## src/rtl/irq_modem_pkg.sv

```systemverilog
package irq_modem_pkg;
  localparam int NUM_SRC = 4;
  localparam int NUM_LINES = 4;

  // mask bit positions
  localparam int MSK_RX = 0;
  localparam int MSK_TX = 1;
  localparam int MSK_LS = 2;
  localparam int MSK_MS = 3;

  // modem line order inside the status nibble
  localparam int LN_CTS = 0;
  localparam int LN_DSR = 1;
  localparam int LN_RI  = 2;
  localparam int LN_CD  = 3;

  typedef enum logic [1:0] {
    ID_MODEM = 2'b00,
    ID_THR   = 2'b01,
    ID_RXRDY = 2'b10,
    ID_LINE  = 2'b11
  } irq_id_e;

  function automatic irq_id_e code_of(input int src);
    case (src)
      MSK_LS:  return ID_LINE;
      MSK_RX:  return ID_RXRDY;
      MSK_TX:  return ID_THR;
      default: return ID_MODEM;
    endcase
  endfunction
endpackage

```

## src/rtl/modem_pin_sync.sv

```systemverilog
module modem_pin_sync #(
  parameter int WIDTH  = 4,
  parameter int STAGES = 2
) (
  input  logic             clk,
  input  logic             rst_n,
  input  logic [WIDTH-1:0] pins_n,
  output logic [WIDTH-1:0] pins_sync_n
);
  logic [WIDTH-1:0] stg [STAGES];

  for (genvar s = 0; s < STAGES; s++) begin : g_stage
    if (s == 0) begin : g_first
      always_ff @(posedge clk or negedge rst_n) begin
        if (!rst_n) stg[s] <= '1;
        else        stg[s] <= pins_n;
      end
    end else begin : g_next
      always_ff @(posedge clk or negedge rst_n) begin
        if (!rst_n) stg[s] <= '1;
        else        stg[s] <= stg[s-1];
      end
    end
  end

  assign pins_sync_n = stg[STAGES-1];
endmodule

```

## src/rtl/modem_status_reg.sv

```systemverilog
module modem_status_reg
  import irq_modem_pkg::*;
(
  input  logic                 clk,
  input  logic                 rst_n,
  input  logic [NUM_LINES-1:0] pins_sync_n,
  input  logic                 loop_en,
  input  logic [NUM_LINES-1:0] loop_lvl,
  input  logic                 msr_rd,
  output logic [7:0]           msr_o,
  output logic                 change_any
);
  logic [NUM_LINES-1:0] lvl, lvl_q, set_vec, delta;

  assign lvl = loop_en ? loop_lvl : ~pins_sync_n;

  for (genvar i = 0; i < NUM_LINES; i++) begin : g_set
    if (i == LN_RI) begin : g_ring
      // ring flag only on release of the ring line
      assign set_vec[i] = lvl_q[i] & ~lvl[i];
    end else begin : g_any
      assign set_vec[i] = lvl_q[i] ^ lvl[i];
    end
  end

  always_ff @(posedge clk or negedge rst_n) begin
    if (!rst_n) begin
      lvl_q <= '0;
      delta <= '0;
    end else begin
      lvl_q <= lvl;
      delta <= (msr_rd ? '0 : delta) | set_vec;
    end
  end

  assign msr_o      = {lvl, delta};
  assign change_any = |delta;

  AST_DELTA_CLEARED_BY_READ: assert property (@(posedge clk) disable iff (!rst_n)
    (msr_rd && set_vec == '0) |=> (delta == '0));

  AST_RI_NO_SET_ON_ASSERT: assert property (@(posedge clk) disable iff (!rst_n)
    (!delta[LN_RI] && !msr_rd && !lvl_q[LN_RI]) |=> !delta[LN_RI]);

  AST_DELTA_STICKY: assert property (@(posedge clk) disable iff (!rst_n)
    (!msr_rd && change_any) |=> change_any);
endmodule

```

## src/rtl/irq_arbiter.sv

```systemverilog
module irq_arbiter
  import irq_modem_pkg::*;
(
  input  logic               clk,
  input  logic               rst_n,
  input  logic [NUM_SRC-1:0] mask,
  input  logic               line_err,
  input  logic               rx_avail,
  input  logic               thr_empty,
  input  logic               modem_evt,
  input  logic               id_rd,
  input  logic               thr_wr,
  output logic [7:0]         id_byte,
  output logic               irq_req
);
  // scan order, highest priority first
  localparam int RANK [NUM_SRC] = '{MSK_LS, MSK_RX, MSK_TX, MSK_MS};

  logic               thr_pend, thr_empty_q, mask_tx_q;
  logic               thr_set, thr_clr;
  logic [NUM_SRC-1:0] src_raw, src_en;
  irq_id_e            code;

  assign thr_set = thr_empty & (~thr_empty_q | (mask[MSK_TX] & ~mask_tx_q));
  assign thr_clr = thr_wr | (id_rd & irq_req & (code == ID_THR));

  always_ff @(posedge clk or negedge rst_n) begin
    if (!rst_n) begin
      thr_pend    <= 1'b0;
      thr_empty_q <= 1'b1;
      mask_tx_q   <= 1'b0;
    end else begin
      thr_empty_q <= thr_empty;
      mask_tx_q   <= mask[MSK_TX];
      if (thr_set)      thr_pend <= 1'b1;
      else if (thr_clr) thr_pend <= 1'b0;
    end
  end

  always_comb begin
    src_raw         = '0;
    src_raw[MSK_RX] = rx_avail;
    src_raw[MSK_TX] = thr_pend;
    src_raw[MSK_LS] = line_err;
    src_raw[MSK_MS] = modem_evt;
  end

  assign src_en  = src_raw & mask;
  assign irq_req = |src_en;

  always_comb begin
    code = ID_MODEM;
    for (int k = NUM_SRC - 1; k >= 0; k--) begin
      if (src_en[RANK[k]]) code = code_of(RANK[k]);
    end
  end

  assign id_byte = {5'b0, code, ~irq_req};

  AST_LINE_WINS: assert property (@(posedge clk) disable iff (!rst_n)
    (line_err && mask[MSK_LS]) |-> (id_byte[2:0] == 3'b110));

  AST_MASKED_QUIET: assert property (@(posedge clk) disable iff (!rst_n)
    (mask == '0) |-> (id_byte == 8'h01 && !irq_req));

  AST_THR_WRITE_CLEARS: assert property (@(posedge clk) disable iff (!rst_n)
    (thr_wr && !thr_set) |=> !thr_pend);

  AST_THR_KEPT_OTHER_READ: assert property (@(posedge clk) disable iff (!rst_n)
    (thr_pend && id_rd && !thr_wr && id_byte[2:1] != 2'b01) |=> thr_pend);
endmodule

```

## src/rtl/irq_modem_unit.sv

```systemverilog
module irq_modem_unit
  import irq_modem_pkg::*;
#(
  parameter int SYNC_STAGES = 2
) (
  input  logic       clk,
  input  logic       rst_n,
  input  logic [3:0] irq_mask,
  input  logic       line_err,
  input  logic       rx_avail,
  input  logic       thr_empty,
  input  logic       id_rd,
  input  logic       msr_rd,
  input  logic       thr_wr,
  input  logic       cts_n,
  input  logic       dsr_n,
  input  logic       ri_n,
  input  logic       dcd_n,
  input  logic       mcr_dtr,
  input  logic       mcr_rts,
  input  logic       mcr_out1,
  input  logic       mcr_out2,
  input  logic       mcr_loop,
  output logic [7:0] id_byte,
  output logic [7:0] msr_byte,
  output logic       irq_out,
  output logic       irq_oe,
  output logic       tx_mark
);
  logic [NUM_LINES-1:0] pins_n, pins_sync_n, loop_lvl;
  logic                 change_any;

  always_comb begin
    pins_n         = '1;
    pins_n[LN_CTS] = cts_n;
    pins_n[LN_DSR] = dsr_n;
    pins_n[LN_RI]  = ri_n;
    pins_n[LN_CD]  = dcd_n;
    loop_lvl         = '0;
    loop_lvl[LN_CTS] = mcr_rts;
    loop_lvl[LN_DSR] = mcr_dtr;
    loop_lvl[LN_RI]  = mcr_out1;
    loop_lvl[LN_CD]  = mcr_out2;
  end

  modem_pin_sync #(.WIDTH(NUM_LINES), .STAGES(SYNC_STAGES)) i_sync (
    .clk         (clk),
    .rst_n       (rst_n),
    .pins_n      (pins_n),
    .pins_sync_n (pins_sync_n)
  );

  modem_status_reg i_msr (
    .clk         (clk),
    .rst_n       (rst_n),
    .pins_sync_n (pins_sync_n),
    .loop_en     (mcr_loop),
    .loop_lvl    (loop_lvl),
    .msr_rd      (msr_rd),
    .msr_o       (msr_byte),
    .change_any  (change_any)
  );

  irq_arbiter i_arb (
    .clk       (clk),
    .rst_n     (rst_n),
    .mask      (irq_mask),
    .line_err  (line_err),
    .rx_avail  (rx_avail),
    .thr_empty (thr_empty),
    .modem_evt (change_any),
    .id_rd     (id_rd),
    .thr_wr    (thr_wr),
    .id_byte   (id_byte),
    .irq_req   (irq_out)
  );

  assign irq_oe  = mcr_out2;
  assign tx_mark = mcr_loop;

  AST_LOOP_STATUS: assert property (@(posedge clk) disable iff (!rst_n)
    mcr_loop |-> (msr_byte[7:4] == {mcr_out2, mcr_out1, mcr_dtr, mcr_rts}));

  AST_MODEM_IRQ: assert property (@(posedge clk) disable iff (!rst_n)
    (irq_mask == 4'b1000 && msr_byte[3:0] != 4'h0) |-> (irq_out && id_byte == 8'h00));
endmodule

```

## config.mk

```make
export PLATFORM = sky130hd
export DESIGN_NAME = irq_modem_unit
export DESIGN_NICKNAME = d
export VERILOG_FILES = /design/src/rtl/irq_modem_pkg.sv /design/src/rtl/modem_pin_sync.sv /design/src/rtl/modem_status_reg.sv /design/src/rtl/irq_arbiter.sv /design/src/rtl/irq_modem_unit.sv
export SDC_FILE = /design/constraint.sdc
export NUM_CORES = 1
export LEC_CHECK = 0
export BUFFER_PORTS_ARGS = -buffer_cell sky130_fd_sc_hd__buf_2
export CORE_UTILIZATION = 46
export DETAILED_ROUTE_END_ITERATION = 6
export PLACE_DENSITY_LB_ADDON = 0.25
export SYNTH_ARGS = -nofsm -noshare
export SYNTH_HDL_FRONTEND = slang
export SYNTH_SLANG_ARGS = --single-unit
```

## constraint.sdc

```tcl
create_clock -name clk -period 2.6 [get_ports clk]
set_input_delay 0.13 -clock clk [delete_from_list [all_inputs] [get_ports clk]]
set_output_delay 0.13 -clock clk [all_outputs]
set_load 0.005 [all_outputs]
```

==> qor.yml <==
finish:
  design_area_sq_um: 1030
  diodes: 0
  layout.nets: 132
  syn_to_final_growth_pct: 31.9
  stdcell_count: 126
  final_core_util_pct: 66.8
  layout-drive-gt1-share_pct: 44.5
floorplanning:
  die-area_sq_um: 1870
  row_count: 14
  start_util_pct: 50.6
  ios: 40
  coreArea_sq_um: 1540
  die_w_microns: 43.2
  die_h_microns: 43.2
logic_synthesis:
  synth-main-ff-cell: "dfrtp_1"
  synth_area_per_cell_sq_um: 11.5
  seq_area_frac_synth_pct: 62.3
  yosysWarnings: 0
  synth_top_cell_by_area: "dfrtp_1"
  ys_types: 17
  ys_top_cells_by_area: "dfrtp_1 (32%), dfstp_2 (30%), buf_4 (6.7%)"
  syn_inst: 68
  synth_top_area_share_pct: 32.1
  ys_seq_elements: 19
  synth.most_common_cell: "dfrtp_1"
  synth-edff-count: 0
  synth_commonest_cells: "dfrtp_1 (10), dfstp_2 (9), buf_4 (7)"
  syn-cell-area_sq_um: 781
  ys_async_sr_fraction_pct: 100
clocking:
  cts_root_buf: "clkbuf_4"
  post-cts-setup-buffer-count: 0
  cts.path.max_buffers: 2
  clock-sinks: 19
  clk_pin_slew_worst_paths_ps: 100
  cts_made_buffers: 3
  cts_resized: 0
  clk_latency_ps: 290
  cts_tree: "built"
  htreeDepth: 1
pwr:
  ir_drop_mv: 0.370
  seqPwrFrac_pct: 59.2
  p_sw_share_pct: 23.5
  p_per_area_nw_per_um2: 547
  clock_power_share_pct: 24.7
  intPower_uw: 431
  p_switching_uw: 132
  leakagePower_nw: 0.523
  combPwrFrac_pct: 16.0
sta:
  drv_slew: 0
  hold_violations: 0
  fin_setup_tns_ps: 0
  rsz0062_at_grt: "false"
  clock_skew_ps: 6.55
  setup_viol_count_final: 0
  max_freq_ghz: 0.648
  period_share_pct: 59.4
  min_period_ps: 1540
worst_hold_path:
  hp-class: "input pin to flip-flop"
critical_path:
  path_class: "flip-flop to primary output"
  crit_chain: "o41ai_1 > nand3_1 > inv_1 > buf_2"
  crit_fanout: 3
  crit_family: "flip-flops"
  start_kind: "flip-flop"
  worstSetupEndpointType: "primary output"
  cp_data_arrival_time_ps: 1410
  worstPathRequired_ps: 2470
  max_stage_delay_ps: 410
  slowest_stage: "dfrtp_1"
  path_buf_inv: 2
place:
  portBuffers: 34
  gp_congestion: 0.723
  place_inst: 115
  place_area_sq_um: 933
  hpwl_microns: 982
routing:
  post_drt_wl_per_cell_microns: 10.2
  firstDrtPassIters: 2
  viasPerCell: 4.64
  num_vias: 585
  drc: 0
  routed_wl_microns: 1290
  detail-route-antenna-nets: 0
  drt_iter0_markers: 6
grt:
  grt.total_usage_pct: 16.9
  grt_pass1_wl_microns: 2230
  grt_max_degree: 20
  grt_overflow_total: 0
  grt_antenna_before_repair: 0
  grt_pass1_vias: 554
outcome:
  outcome: "complete, no violations"
flow_run:
  cap_violations: 0
## layer usage
layer  global-route usage, %  share of wire [%]  up-vias
li1                        -                  -      300
met1                    19.0                 42      258
met2                    28.4                 49       22
met3                    6.38                7.0        5
met4                    7.27                1.5        0
met5                       0                  0        -
## sequential cells by signal, indices dropped and copies added (netlist names)
name and cells:
i_arb.mask_tx_q 1, i_arb.thr_empty_q 1, i_arb.thr_pend 1, i_msr.delta 4
i_msr.lvl_q 4, i_sync.pins_sync_n 4, i_sync.stg 4
## worst reg2reg max path, stage by stage, from the launching register on
cell and delay [ps]:
dfstp_2 520, nor2b_1 180, or3_1 140, nand3_1 70
## power groups by stage
stage	combinational, mW	sequential [mW]	clock [mW]
global placement	0.0820	0.338	0
floorplan	0.0421	0.338	0
finish	0.0903	0.334	0.139
global route	0.103	0.337	0.161
detailed placement	0.0836	0.339	0
CTS	0.0919	0.334	0.147
## final timing paths
| check | startpoint | to | slack, ps | depth (start not counted) |
|---|---|---|---|---|
| min in group asynchronous | rst_n | i_msr.delta[2] | 290 | 2 |
| setup / recovery | i_msr.delta[2] | id_byte[0] | 1060 | 4 |
| setup reg to reg | i_sync.pins_sync_n[1] | i_msr.delta[1] | 1600 | 3 |
| hold / removal | msr_rd | i_msr.delta[2] | 50 | 2 |
| hold reg to reg | i_sync.stg[6] | i_sync.pins_sync_n[2] | 360 | 0 |
| max in group asynchronous | rst_n | i_sync.stg[7] | 1980 | 2 |
## cell type report
class / count / area [sq um]
multi-input combinational: 40 / 234
timing repair buffer: 41 / 240
clock buffer: 4 / 26.3
inverter: 6 / 22.5
fill: 131 / 512
sequential: 19 / 487
tap: 16 / 20.0
## repair_timing
item                       4_1_cts  5_1_grt
setup endpoints to repair        0        0
hold buffers                     7        0
hold endpoints to repair        16        0
## cells by family (layout without fill, tap and decap cells)
kind of cell           Yosys count  in the layout  share of synthesized area [%]
other                            1              5                          0.480
AOI/OAI and AO/OA                9              9                           7.37
buffers and inverters           13             51                           9.62
and+or+nand+nor                 26             26                           20.2
DFF                             19             19                           62.3
## metrics by stage
| stage | power (mW) | setup slack [ps] | hold WS (ps) |
|---|---|---|---|
| 2_1_floorplan | 0.381 | 1520 | -166 |
| 4_1_cts | 0.573 | 1030 | 48.7 |
| 5_1_grt | 0.601 | 912 | 47.4 |
| 3_3_place_gp | 0.420 | 1410 | 76.2 |
| 3_5_place_dp | 0.423 | 1360 | 77.5 |
| 6_report | 0.563 | 1060 | 50.7 |
## placed cells by master (no fill, tap or decap), types with 3 or more instances in the layout
cell type,Yosys,final
buf_2,0,34
dfstp_2,9,9
clkbuf_4,0,3
nor2_1,3,3
nand3_1,6,6
nand2_1,5,5
o21ai_0,5,5
dfrtp_1,10,10
or3_1,3,3
nor2b_1,3,3
nor2b_4,3,3
conb_1,1,5
inv_1,6,6
dlygate4sd3_1,0,7
nand2b_1,3,3
(Power assumes the default switching activity.)
